## config.mk

```make
export PLATFORM = sky130hd
export DESIGN_NAME = universal_shift_reg
export DESIGN_NICKNAME = d
export VERILOG_FILES = /design/src/rtl/usr_pkg.sv /design/src/rtl/usr_mode_decode.sv /design/src/rtl/usr_stage_array.sv /design/src/rtl/usr_bus_gate.sv /design/src/rtl/universal_shift_reg.sv
export SDC_FILE = /design/constraint.sdc
export NUM_CORES = 1
export LEC_CHECK = 0
export ABC_AREA = 0
export BUFFER_PORTS_ARGS = -buffer_cell sky130_fd_sc_hd__buf_2
export CORE_AREA = 10 10 47 49
export CTS_CLUSTER_SIZE = 8
export DETAILED_ROUTE_END_ITERATION = 12
export DIE_AREA = 0 0 57 59
export GPL_TIMING_DRIVEN = 1
export PLACE_DENSITY = 0.8
export SYNTH_ARGS = -nofsm -noshare
export SYNTH_HDL_FRONTEND = slang
export SYNTH_SLANG_ARGS = --single-unit
```

## constraint.sdc

```tcl
create_clock -name clk -period 2 [get_ports clk]
set_clock_uncertainty 0.05 [all_clocks]
set_input_delay 0.4 -clock clk [delete_from_list [all_inputs] [get_ports clk]]
set_output_delay 0.4 -clock clk [all_outputs]
set_load 0.02 [all_outputs]
```

## src/rtl/usr_pkg.sv

```systemverilog
package usr_pkg;

    typedef enum logic [2:0] {
        OP_CLEAR = 3'd0,
        OP_HOLD  = 3'd1,
        OP_UP    = 3'd2,
        OP_DOWN  = 3'd3,
        OP_LOAD  = 3'd4
    } usr_op_e;

    localparam logic [1:0] MODE_HOLD = 2'b00;
    localparam logic [1:0] MODE_UP   = 2'b01;
    localparam logic [1:0] MODE_DOWN = 2'b10;
    localparam logic [1:0] MODE_LOAD = 2'b11;

endpackage

```

## src/rtl/usr_mode_decode.sv

```systemverilog
module usr_mode_decode
    import usr_pkg::*;
(
    input  logic       rst_n,
    input  logic [1:0] mode_sel,
    output usr_op_e    op
);

    always_comb begin
        op = OP_HOLD;
        if (!rst_n) begin
            op = OP_CLEAR;
        end else begin
            unique case (mode_sel)
                MODE_HOLD: op = OP_HOLD;
                MODE_UP:   op = OP_UP;
                MODE_DOWN: op = OP_DOWN;
                MODE_LOAD: op = OP_LOAD;
                default:   op = OP_HOLD;
            endcase
        end
    end

endmodule

```

## src/rtl/usr_stage_array.sv

```systemverilog
module usr_stage_array
    import usr_pkg::*;
#(
    parameter int WIDTH = 8
) (
    input  logic             clk,
    input  logic             rst_n,
    input  usr_op_e          op,
    input  logic             ser_lo,
    input  logic             ser_hi,
    input  logic [WIDTH-1:0] par_in,
    output logic [WIDTH-1:0] q
);

    localparam int TOP = WIDTH - 1;

    logic [WIDTH-1:0] from_below;
    logic [WIDTH-1:0] from_above;
    logic [WIDTH-1:0] nxt;

    for (genvar i = 0; i < WIDTH; i++) begin : g_bit
        if (i == 0) begin : g_low_end
            assign from_below[i] = ser_lo;
        end else begin : g_low_mid
            assign from_below[i] = q[i-1];
        end
        if (i == TOP) begin : g_high_end
            assign from_above[i] = ser_hi;
        end else begin : g_high_mid
            assign from_above[i] = q[i+1];
        end

        always_comb begin
            nxt[i] = q[i];
            unique case (op)
                OP_CLEAR: nxt[i] = 1'b0;
                OP_HOLD:  nxt[i] = q[i];
                OP_UP:    nxt[i] = from_below[i];
                OP_DOWN:  nxt[i] = from_above[i];
                OP_LOAD:  nxt[i] = par_in[i];
                default:  nxt[i] = q[i];
            endcase
        end
    end

    always_ff @(posedge clk) begin
        q <= nxt;
    end

    AST_LOAD: assert property (@(posedge clk) disable iff (!rst_n)
        (op == OP_LOAD) |=> (q == $past(par_in)));

    AST_SHIFT_UP: assert property (@(posedge clk) disable iff (!rst_n)
        (op == OP_UP) |=> (q == {$past(q[TOP-1:0]), $past(ser_lo)}));

    AST_SHIFT_DOWN: assert property (@(posedge clk) disable iff (!rst_n)
        (op == OP_DOWN) |=> (q == {$past(ser_hi), $past(q[TOP:1])}));

    AST_HOLD: assert property (@(posedge clk) disable iff (!rst_n)
        (op == OP_HOLD) |=> $stable(q));

endmodule

```

## src/rtl/usr_bus_gate.sv

```systemverilog
module usr_bus_gate
    import usr_pkg::*;
(
    input  logic       en_a_n,
    input  logic       en_b_n,
    input  logic [1:0] mode_sel,
    output logic       oe
);

    logic load_sel;

    always_comb begin
        load_sel = (mode_sel == MODE_LOAD);
        oe       = !(en_a_n || en_b_n || load_sel);
    end

endmodule

```

## src/rtl/universal_shift_reg.sv

```systemverilog
module universal_shift_reg
    import usr_pkg::*;
#(
    parameter int WIDTH = 8
) (
    input  logic             clk,
    input  logic             rst_n,
    input  logic [1:0]       mode_sel,
    input  logic             ser_in_lo,
    input  logic             ser_in_hi,
    input  logic             out_en_a_n,
    input  logic             out_en_b_n,
    input  logic [WIDTH-1:0] pbus_in,
    output logic [WIDTH-1:0] pbus_out,
    output logic             pbus_oe,
    output logic             tap_lo,
    output logic             tap_hi
);

    localparam int TOP = WIDTH - 1;

    usr_op_e          op;
    logic [WIDTH-1:0] word;

    usr_mode_decode u_decode (
        .rst_n    (rst_n),
        .mode_sel (mode_sel),
        .op       (op)
    );

    usr_stage_array #(.WIDTH(WIDTH)) u_stages (
        .clk    (clk),
        .rst_n  (rst_n),
        .op     (op),
        .ser_lo (ser_in_lo),
        .ser_hi (ser_in_hi),
        .par_in (pbus_in),
        .q      (word)
    );

    usr_bus_gate u_gate (
        .en_a_n   (out_en_a_n),
        .en_b_n   (out_en_b_n),
        .mode_sel (mode_sel),
        .oe       (pbus_oe)
    );

    always_comb begin
        pbus_out = word;
        tap_lo   = word[0];
        tap_hi   = word[TOP];
    end

    AST_BUS_OFF: assert property (@(posedge clk) disable iff (!rst_n)
        (out_en_a_n || out_en_b_n || (mode_sel == 2'b11)) |-> !pbus_oe);

    AST_BUS_ON: assert property (@(posedge clk) disable iff (!rst_n)
        (!out_en_a_n && !out_en_b_n && (mode_sel != 2'b11)) |-> pbus_oe);

endmodule

```

==> flow_summary.ini <==
[status]
status = finished clean

[cts]
clock_sinks = 8
cts_tree = built
clockBufferDepth = 2
hold_buffers = 0
htreeDepth = 1
clockRootBuffer = clkbuf_4
clk_latency_ps = 250
post_cts_buffers = 0
cts_resized = 0
cts_made_buffers = 3
path_clk_slew_ps = 50

[floorplanning]
die_area_mm2 = 0.00336
io_pins = 27
die_w_um = 57
core_area_mm2 = 0.00140
start_util = 0.341
die_height_um = 59
row_count = 14

[sta]
worst_pin_slew_ps = 316
setup_viol = 0
relSlewSlack = 0.789
fmax_mhz = 664
tns_ps = 0
layout_min_cycle_time_ps = 1500
finalHoldViolations = 0
rsz0062_at_grt = no
drv_slew = 0
post-route-period-util = 0.752

[synthesis]
synth_area_leaders = edfxtp_1, mux2i_1, o2bb2ai_1
ys_warn_count = 0
ys_ff_latch = 8
syn_inst = 35
netlist_area_um2 = 478
synth_top_area_cell = edfxtp_1
synth-seq-area-share = 0.503
syn_area_per_cell_um2 = 13.7
ys_types = 12
synth_top_area_frac = 0.503
synth_nets = 52

[layout]
final_cell_mix = buf_2, mux2i_1, o2bb2ai_1, edfxtp_1, clkbuf_4
largest_register = u_stages.q
final_common_cell = buf_2
diodes = 0
reg_top3 = u_stages.q x8
nNetsFinal = 81
drive_above_1_share = 0.500
final_cell_area_um2 = 628
syn_to_final_growth_pct = 31.4
largest_reg_flops = 8

[worst_setup_path]
cp-end-kind = output port
cp-startpoint = mode_sel[0]
r2r_cells = 2
cpMostUsedCell = buf_2
r2r_setup_slack_ps = 990
crit_path_max_fanout = 4
critPathKind = in -> out
path_cells = buf_2 > ha_1 > nor3_1 > buf_2
r2r-start = u_stages.q[1]$_DFFE_PP_
slowest_delay_ps = 220
cp-start-kind = input pin
slowest_stage = ha_1
crit_arrival_ps = 1050
r2r-end = u_stages.q[2]$_DFFE_PP_
required_ps = 1550

[power]
p_int_mw = 0.316
p_leak_nw = 0.304
vdd.ir_drop.worst_mv = 0.334
p_clk_frac = 0.275
power.switching_mw = 0.128
switching_share = 0.288
p_seq_frac = 0.483
p_per_area_mw_per_mm2 = 707
combinationalPowerShare = 0.242

[drt]
drtPass1Iterations = 4
drt_wl_total_mm = 1.22
initialDrtViolationCount = 8
drtAntennaViolNets = 0
num_vias = 394
wl_per_cell_um = 15.6
drc = 0
vias_per_cell = 5.05

[place]
place.gp.congestion = 0.748
place_area_um2 = 606
numPortBuffers = 26
dpl.hpwl_um = 972

[global_route]
grt_usage = 0.0725
grt.overflow.total = 0
antenna_found_initial = 0
grt_pass1_wl_mm = 1.90
grt_max_degree = 11
grt_pass1_vias = 451

[worst_hold_path]
worstHoldPathType = in -> reg
min_from = pbus_in[0]
min_to = u_stages.q[0]$_DFFE_PP_
hold_depth = 2

[run]
max_cap_viol_count = 0
cells in the mapped netlist:
master     instances
edfxtp_1           8
ha_1               1
buf_6              2
mux2i_1            8
buf_4              2
o2bb2ai_1          8
and2_1             1
nand3b_1           1
o21ai_0            1
and4b_1            1
nor3_1             1
nor2_1             1
worst max-delay path, delay by kind of cell:
| family | cells | cell delay (ps) |
|---|---|---|
| fa+ha+maj | 1 | 220 |
| buf+inv | 2 | 300 |
| simple gates | 1 | 130 |
final cells by class:
cell class / count / area [um2]
Tap cell: 16 / 20.0
Clock buffer: 3 / 22.5
Timing Repair Buffer: 28 / 145
Multi-Input combinational cell: 23 / 200
Fill cell: 144 / 773
Sequential cell: 8 / 240
logic make-up after synthesis:
family	Yosys count	share of synthesized area
DFF	8	0.503
AOI/OAI and AO/OA	9	0.157
muxes	8	0.168
adders and majority gates	1	0.0262
and+or+nand+nor	5	0.0681
buffers and inverters	4	0.0785
stage by stage:
step / worst slack, ps / hold WS (ps) / power [mW] / util / cells
global route: 455 / 380 / 0.466 / 0.448 / 78
finish: 495 / 373 / 0.444 / 0.448 / 78
global placement: 343 / 585 / 0.324 / 0.432 / 75
detailed placement: 312 / 591 / 0.327 / 0.432 / 75
CTS: 474 / 373 / 0.448 / 0.448 / 78
floorplan: 65.5 / 544 / 0.286 / - / 35
power groups by stage:
stage | combinational, mW | sequential, mW | clock, mW
6_report | 0.108 | 0.215 | 0.122
5_1_grt | 0.117 | 0.218 | 0.131
4_1_cts | 0.109 | 0.215 | 0.124
3_5_place_dp | 0.109 | 0.218 | 0
3_3_place_gp | 0.107 | 0.217 | 0
2_1_floorplan | 0.0481 | 0.238 | 0
routing by layer:
layer / wire length [um] / GRT usage / vias to the layer above
li1: - / - / 196
met1: 514 / 0.0723 / 175
met2: 598 / 0.121 / 19
met3: 63 / 0.0172 / 4
met4: 42 / 0.0705 / 0
met5: 0 / 0 / -
worst max-delay path by stage:
stage	slack, ps	end	cells after the start
global route	450	pbus_oe	4
CTS	470	pbus_oe	4
finish	500	pbus_oe	4
floorplan	70	u_stages.q[0]$_DFFE_PP_	3
global placement	340	u_stages.q[7]$_DFFE_PP_	5
detailed placement	310	u_stages.q[5]$_DFFE_PP_	5
(Power assumes the default switching activity.)
